--- src/rtl/mwx_pkg.sv ---
package mwx_pkg;
  localparam logic [7:0] OP_LD_FRM = 8'h8A;
  localparam logic [7:0] OP_LD_STK = 8'h9A;
  localparam logic [7:0] OP_LD_IND = 8'h7E;
  localparam logic [7:0] OP_ST_FRM = 8'hB2;
  localparam logic [7:0] OP_ST_STK = 8'hBA;
  localparam logic [7:0] OP_ST_IND = 8'hAE;

  typedef enum logic [2:0] {
    S_IDLE, S_ADDR, S_AWAIT, S_RD, S_DRAIN, S_WR
  } seq_state_e;

  function automatic logic op_known(input logic [7:0] op);
    return (op == OP_LD_FRM) || (op == OP_LD_STK) || (op == OP_LD_IND) ||
           (op == OP_ST_FRM) || (op == OP_ST_STK) || (op == OP_ST_IND);
  endfunction

  function automatic logic op_indirect(input logic [7:0] op);
    return (op == OP_LD_IND) || (op == OP_ST_IND);
  endfunction
endpackage

--- src/rtl/mwx_addr_calc.sv ---
module mwx_addr_calc
  import mwx_pkg::*;
#(
  parameter int AW = 16,
  parameter int NW = 4
) (
  input  logic [7:0]    op_i,
  input  logic [AW-1:0] sp_i,
  input  logic [AW-1:0] mp_i,
  input  logic [AW-1:0] displ_i,
  input  logic [NW-1:0] n_i,
  input  logic [AW-1:0] base_i,
  output logic [AW-1:0] src_o,
  output logic [AW-1:0] dst_o,
  output logic [AW-1:0] sp_new_o
);
  localparam logic [AW-1:0] ONE = AW'(1);
  logic [AW-1:0] n_ext;
  assign n_ext = AW'(n_i);

  always_comb begin
    src_o    = '0;
    dst_o    = '0;
    sp_new_o = sp_i;
    unique case (op_i)
      OP_LD_FRM: begin
        src_o = mp_i + displ_i; dst_o = sp_i + ONE; sp_new_o = sp_i + n_ext;
      end
      OP_LD_STK: begin
        src_o = sp_i + displ_i; dst_o = sp_i + ONE; sp_new_o = sp_i + n_ext;
      end
      OP_LD_IND: begin
        src_o = base_i + displ_i; dst_o = sp_i; sp_new_o = sp_i + n_ext - ONE;
      end
      OP_ST_FRM: begin
        src_o = sp_i - n_ext + ONE; dst_o = mp_i + displ_i; sp_new_o = sp_i - n_ext;
      end
      OP_ST_STK: begin
        src_o = sp_i - n_ext + ONE; dst_o = sp_i + displ_i; sp_new_o = sp_i - n_ext;
      end
      OP_ST_IND: begin
        src_o = sp_i - n_ext; dst_o = base_i + displ_i; sp_new_o = sp_i - n_ext - ONE;
      end
      default: ;
    endcase
  end
endmodule

--- src/rtl/mwx_wbuf.sv ---
module mwx_wbuf #(
  parameter int DW    = 32,
  parameter int DEPTH = 8,
  parameter int IW    = 4
) (
  input  logic          clk_i,
  input  logic          rst_ni,
  input  logic          we_i,
  input  logic [IW-1:0] widx_i,
  input  logic [DW-1:0] wdata_i,
  input  logic [IW-1:0] ridx_i,
  output logic [DW-1:0] rdata_o
);
  logic [DW-1:0] ent_q [DEPTH];

  for (genvar g = 0; g < DEPTH; g++) begin : g_ent
    always_ff @(posedge clk_i or negedge rst_ni) begin
      if (!rst_ni)                             ent_q[g] <= '0;
      else if (we_i && widx_i == IW'(g))       ent_q[g] <= wdata_i;
    end
  end

  always_comb begin
    rdata_o = '0;
    for (int i = 0; i < DEPTH; i++) begin
      if (ridx_i == IW'(i)) rdata_o = ent_q[i];
    end
  end

  // captures land inside the buffer
  p_widx_range_r7: assert property (@(posedge clk_i) disable iff (!rst_ni)
    we_i |-> (widx_i < IW'(DEPTH)));
endmodule

--- src/rtl/mwx_seq.sv ---
module mwx_seq
  import mwx_pkg::*;
#(
  parameter int AW    = 16,
  parameter int DW    = 32,
  parameter int MAX_N = 8,
  localparam int NW   = $clog2(MAX_N + 1)
) (
  input  logic          clk_i,
  input  logic          rst_ni,
  input  logic          start_i,
  input  logic [7:0]    op_i,
  input  logic [AW-1:0] displ_i,
  input  logic [NW-1:0] size_i,
  input  logic [AW-1:0] sp_i,
  input  logic [AW-1:0] mp_i,
  output logic          busy_o,
  output logic          done_o,
  output logic [AW-1:0] sp_o,
  output logic          mem_req_o,
  output logic          mem_we_o,
  output logic [AW-1:0] mem_addr_o,
  output logic [DW-1:0] mem_wdata_o,
  input  logic [DW-1:0] mem_rdata_i
);
  seq_state_e    state_q;
  logic [7:0]    op_q;
  logic [AW-1:0] sp_q, mp_q, d_q;
  logic [NW-1:0] n_q, idx_q, cap_idx_q;
  logic          cap_v_q, done_q;
  logic [AW-1:0] src_q, dst_q, spn_q, sp_out_q;

  logic          idle, accept, last_idx;
  logic [7:0]    c_op;
  logic [AW-1:0] c_sp, c_mp, c_d, c_src, c_dst, c_spn;
  logic [NW-1:0] c_n;
  logic [DW-1:0] buf_rdata;

  assign idle     = (state_q == S_IDLE);
  assign accept   = idle && start_i && op_known(op_i) && (size_i <= NW'(MAX_N));
  assign last_idx = (idx_q == n_q - NW'(1));

  // Idle: look at the request; otherwise: latched operands plus fetched base
  assign c_op = idle ? op_i    : op_q;
  assign c_sp = idle ? sp_i    : sp_q;
  assign c_mp = idle ? mp_i    : mp_q;
  assign c_d  = idle ? displ_i : d_q;
  assign c_n  = idle ? size_i  : n_q;

  mwx_addr_calc #(.AW(AW), .NW(NW)) u_calc (
    .op_i     (c_op),
    .sp_i     (c_sp),
    .mp_i     (c_mp),
    .displ_i  (c_d),
    .n_i      (c_n),
    .base_i   (mem_rdata_i[AW-1:0]),
    .src_o    (c_src),
    .dst_o    (c_dst),
    .sp_new_o (c_spn)
  );

  mwx_wbuf #(.DW(DW), .DEPTH(MAX_N), .IW(NW)) u_buf (
    .clk_i   (clk_i),
    .rst_ni  (rst_ni),
    .we_i    (cap_v_q),
    .widx_i  (cap_idx_q),
    .wdata_i (mem_rdata_i),
    .ridx_i  (idx_q),
    .rdata_o (buf_rdata)
  );

  always_ff @(posedge clk_i or negedge rst_ni) begin
    if (!rst_ni) begin
      state_q   <= S_IDLE;
      op_q      <= '0;
      sp_q      <= '0;
      mp_q      <= '0;
      d_q       <= '0;
      n_q       <= '0;
      idx_q     <= '0;
      cap_idx_q <= '0;
      cap_v_q   <= 1'b0;
      done_q    <= 1'b0;
      src_q     <= '0;
      dst_q     <= '0;
      spn_q     <= '0;
      sp_out_q  <= '0;
    end else begin
      done_q    <= 1'b0;
      cap_v_q   <= (state_q == S_RD);
      cap_idx_q <= idx_q;
      unique case (state_q)
        S_IDLE: if (accept) begin
          op_q  <= op_i;
          sp_q  <= sp_i;
          mp_q  <= mp_i;
          d_q   <= displ_i;
          n_q   <= size_i;
          idx_q <= '0;
          src_q <= c_src;
          dst_q <= c_dst;
          spn_q <= c_spn;
          if (size_i == '0) begin
            done_q   <= 1'b1;
            sp_out_q <= c_spn;
          end else begin
            state_q <= op_indirect(op_i) ? S_ADDR : S_RD;
          end
        end
        S_ADDR:  state_q <= S_AWAIT;
        S_AWAIT: begin
          src_q   <= c_src;
          dst_q   <= c_dst;
          state_q <= S_RD;
        end
        S_RD: begin
          if (last_idx) begin
            idx_q   <= '0;
            state_q <= S_DRAIN;
          end else begin
            idx_q <= idx_q + NW'(1);
          end
        end
        S_DRAIN: state_q <= S_WR;
        S_WR: begin
          if (last_idx) begin
            state_q  <= S_IDLE;
            done_q   <= 1'b1;
            sp_out_q <= spn_q;
          end else begin
            idx_q <= idx_q + NW'(1);
          end
        end
        default: state_q <= S_IDLE;
      endcase
    end
  end

  assign busy_o      = !idle;
  assign done_o      = done_q;
  assign sp_o        = sp_out_q;
  assign mem_req_o   = (state_q == S_ADDR) || (state_q == S_RD) || (state_q == S_WR);
  assign mem_we_o    = (state_q == S_WR);
  assign mem_wdata_o = buf_rdata;

  always_comb begin
    unique case (state_q)
      S_ADDR:  mem_addr_o = sp_q;
      S_RD:    mem_addr_o = src_q + AW'(idx_q);
      S_WR:    mem_addr_o = dst_q + AW'(idx_q);
      default: mem_addr_o = '0;
    endcase
  end

  p_idle_quiet_r1: assert property (@(posedge clk_i) disable iff (!rst_ni)
    !busy_o |-> !mem_req_o);

  p_zero_fast_r8: assert property (@(posedge clk_i) disable iff (!rst_ni)
    (accept && size_i == '0) |=> (done_o && !busy_o));

  p_done_single_r9: assert property (@(posedge clk_i) disable iff (!rst_ni)
    done_o |=> !done_o);

  p_sp_hold_r9: assert property (@(posedge clk_i) disable iff (!rst_ni)
    !done_o |-> $stable(sp_o));

  p_write_bound_r10: assert property (@(posedge clk_i) disable iff (!rst_ni)
    mem_we_o |-> (idx_q < n_q));
endmodule

--- config.mk ---
export PLATFORM = sky130hd
export DESIGN_NAME = mwx_seq
export DESIGN_NICKNAME = d
export VERILOG_FILES = /design/src/rtl/mwx_pkg.sv /design/src/rtl/mwx_addr_calc.sv /design/src/rtl/mwx_wbuf.sv /design/src/rtl/mwx_seq.sv
export SDC_FILE = /design/constraint.sdc
export NUM_CORES = 1
export LEC_CHECK = 0
export ABC_AREA = 1
export BUFFER_PORTS_ARGS = -buffer_cell sky130_fd_sc_hd__buf_2
export CAP_MARGIN = 10
export CORE_AREA = 2 2 199 201
export CTS_CLUSTER_SIZE = 8
export DETAILED_ROUTE_END_ITERATION = 16
export DIE_AREA = 0 0 201 203
export PLACE_DENSITY = 0.93
export SYNTH_ARGS = -nofsm -noshare
export SYNTH_HDL_FRONTEND = slang
export SYNTH_SLANG_ARGS = --single-unit
--- constraint.sdc ---
create_clock -name clk_i -period 5.95 [get_ports clk_i]
set_clock_uncertainty 0.15 [all_clocks]
set_input_delay 0.8925 -clock clk_i [delete_from_list [all_inputs] [get_ports clk_i]]
set_output_delay 0.8925 -clock clk_i [all_outputs]
set_load 0.005 [all_outputs]
==> impl_metrics.json <==
{
  "io_buffer_count": 162,
  "drt-vias-per-instance": 6.24,
  "wl_per_cell_um": 20.1,
  "ant_nets": 0,
  "holdCritPathClass": "input pin to asynchronous set/reset pin",
  "placementRows": 72,
  "async_reset_ff_frac": 1.00,
  "gp_congestion": 1.05,
  "dieHeight_um": 203,
  "critPathKind": "flop to primary output",
  "synth-main-ff-cell": "dfrtp_1",
  "cpPeakStageDelay_ns": 0.48,
  "grt_pass1_vias": 23300,
  "cpMaxStageDelayCell": "nand3_2",
  "drt_iter0_markers": 3381,
  "timing.final.crit_share": 0.928,
  "tightestPinTransition_ns": 1.22,
  "nNetsFinal": 3517,
  "ys_types": 58,
  "initial_utilization": 0.619,
  "remaining_drc_errors": 0,
  "area_delta_synth_final_pct": 11.1,
  "ctsHoldBuffers": 0,
  "cp.required_ns": 4.91,
  "setup_tns_ns": 0,
  "grt_usage": 0.380,
  "peakVddDrop_v": 0.000359,
  "finalWirelength_um": 77800,
  "grt-ovfl-total": 0,
  "setup_viol": 0,
  "synth_top_area_share": 0.413,
  "die_w_um": 201,
  "cts_tree": "built",
  "cts-root-buf": "clkbuf_16",
  "synth_top_area_cell": "dfrtp_1",
  "yosysWarnings": 0,
  "die_area_sq_mm": 0.0408,
  "vias": 24200,
  "clkTransAtPathRegs_ns": 0.06,
  "yosys-top-cells-area": "dfrtp_1, nand2_1, o21ai_0, nand3_1, inv_1",
  "numCtsBuffers": 55,
  "antenna_cells": 0,
  "syn_nets": 3417,
  "report.final.slew_viol_count": 0,
  "r2r_slack_ns": 0.71,
  "finalCriticalPeriod_ns": 5.52,
  "ctsResizeCount": 0,
  "fin_cells": 3873,
  "fmax_mhz": 181,
  "yosysMostFrequentCell": "nand2_1",
  "ys_seq_area_frac": 0.413,
  "place_ws_ns": 0.912,
  "synth-edff-count": 0,
  "drive_gt1_frac": 0.112,
  "synth_common_cells": "nand2_1, o21ai_0, dfrtp_1, inv_1, nand3_1",
  "syn_area_per_cell_sq_um": 7.32,
  "antenna_found_initial": 1,
  "grt_pass1_wl_um": 123000,
  "rsz0062_at_grt": "false",
  "path_max_fanout": 27,
  "cp-end-kind": "primary output",
  "hold_viol": 0,
  "grt_max_degree": 137,
  "syn_inst": 3251,
  "htree_levels": 2,
  "core-area_sq_mm": 0.0385,
  "timing.final.ws_setup_ns": 0.426,
  "clkLatencyLatePin_ns": 0.63,
  "drtPass1Iterations": 9,
  "outcome": "complete, no violations",
  "slew_headroom": 0.179,
  "io_pins": 163,
  "synthesis.area_sq_mm": 0.0238,
  "cts.sinks": 393,
  "p_per_area_mw_per_mm2": 529,
  "synth-seq-cells": 393,
  "startpoint_type": "flop",
  "maxCapViolCount": 0,
  "place_hpwl_um": 52300,
  "place_inst": 3811,
  "cts_max_path_buffers": 3,
  "path_cells": "inv_1 -> nand3_2 -> o21ai_0 -> ha_1 -> inv_1 -> fa_1 -> nor2_1 -> o21ai_0 -> nand2_1 -> nand2_1 -> nor2_1 -> inv_1 -> nor2_1 -> nand2_1 -> nor2_1 -> nand2_1 -> nor3_1 -> a21oi_1 -> o21ai_0 -> o21ai_0 -> buf_2",
  "worst_ep_arrival_time_ns": 4.48,
  "postCtsSetupRepairBufs": 0,
  "p_leak_nw": 13.0
}
[power breakdown]
part	total [W]	internal, W	leakage, nW	switching [W]
Sequential	0.00410	0.00357	4.57	0.000531
Clock	0.00279	0.00164	0.712	0.00115
Combinational	0.00710	0.00227	7.75	0.00484
Total	0.0140	0.00747	13.0	0.00652
[critical path, delay by kind of cell (launching register included)]
kind	cells	cell delay (ns)
simple gates	10	1.61
compound gates	5	0.81
fa+ha+maj	2	0.62
buf+inv	4	0.42
flops	1	0.41
[per-stage QoR]
stage	area, sq um	utilization	hold WS, ns	total power (W)
global route	26500	0.688	0.143	0.0149
CTS	26400	0.687	0.109	0.0138
floorplan	23800	-	0.228	0.00867
global placement	25000	0.650	0.285	0.0107
finish	26500	0.688	0.111	0.0140
detailed placement	25000	0.650	0.289	0.0109
[cells by family (layout without fill, tap and decap cells)]
family	Yosys count	in the layout	share of synthesized area
simple gates	1508	1508	0.272
compound gates	779	779	0.182
buf+inv	447	551	0.0744
flops	393	393	0.413
fa+ha+maj	71	71	0.0392
xor+xnor	51	51	0.0191
mux	2	2	0.000841
[routing by layer]
| metal | vias to the layer above | GRT usage | part of all wire | wire length, um |
|---|---|---|---|---|
| met2 | 1626 | 0.610 | 0.45 | 35300 |
| met5 | - | 0 | 0.00014 | 11 |
| li1 | 11000 | - | - | - |
| met3 | 419 | 0.0748 | 0.10 | 8170 |
| met1 | 11100 | 0.473 | 0.37 | 28800 |
| met4 | 2 | 0.242 | 0.071 | 5550 |
[sequential cells by signal, indices dropped and copies added (netlist names)]
name / count
n_q: 4
sp_o: 16
state_q: 3
sp_q: 16
op_q: 8
idx_q: 4
u_buf.ent_q: 256
done_o: 1
d_q: 16
spn_q: 16
cap_v_q: 1
src_q: 16
dst_q: 16
mp_q: 16
cap_idx_q: 4
[cell type report]
type                    instances  area (sq um)
clock inverters                 3          55.1
clock buffers                  58          1400
fillers                      3060         12000
repair buffers                198          1140
inverters                     292          1100
multi-input cells            2411         12300
flip-flops and latches        393          9830
well taps                     518           648
[layout by cell type, fill, tap and decap left out, types with 10 or more instances in the layout]
master / n
nor3_1: 28
nand3_1: 223
inv_1: 271
nor2_2: 19
clkbuf_16: 55
o211ai_1: 67
nand2_2: 23
inv_2: 15
nor2_1: 168
xnor2_1: 14
o21ai_0: 482
nand4_1: 48
nand2_1: 936
ha_1: 65
nand2_4: 10
or2_2: 13
buf_4: 32
nor2_4: 15
buf_2: 161
dfrtp_1: 393
a21oi_1: 112
o21ai_1: 21
o22ai_1: 27
xor2_1: 36
[worst paths after layout]
check | from | to | cells past startpoint
worst min-delay path | rst_ni | src_q[4] | 1
min in group clk_i | op_q[1] | op_q[1] | 2
max in group asynchronous | rst_ni | u_buf.ent_q[209] | 2
worst max register to register | state_q[0] | src_q[15] | 20
worst min register to register | op_q[1] | op_q[1] | 2
worst max-delay path | state_q[1] | mem_addr_o[14] | 21
(Power assumes the default switching activity.)
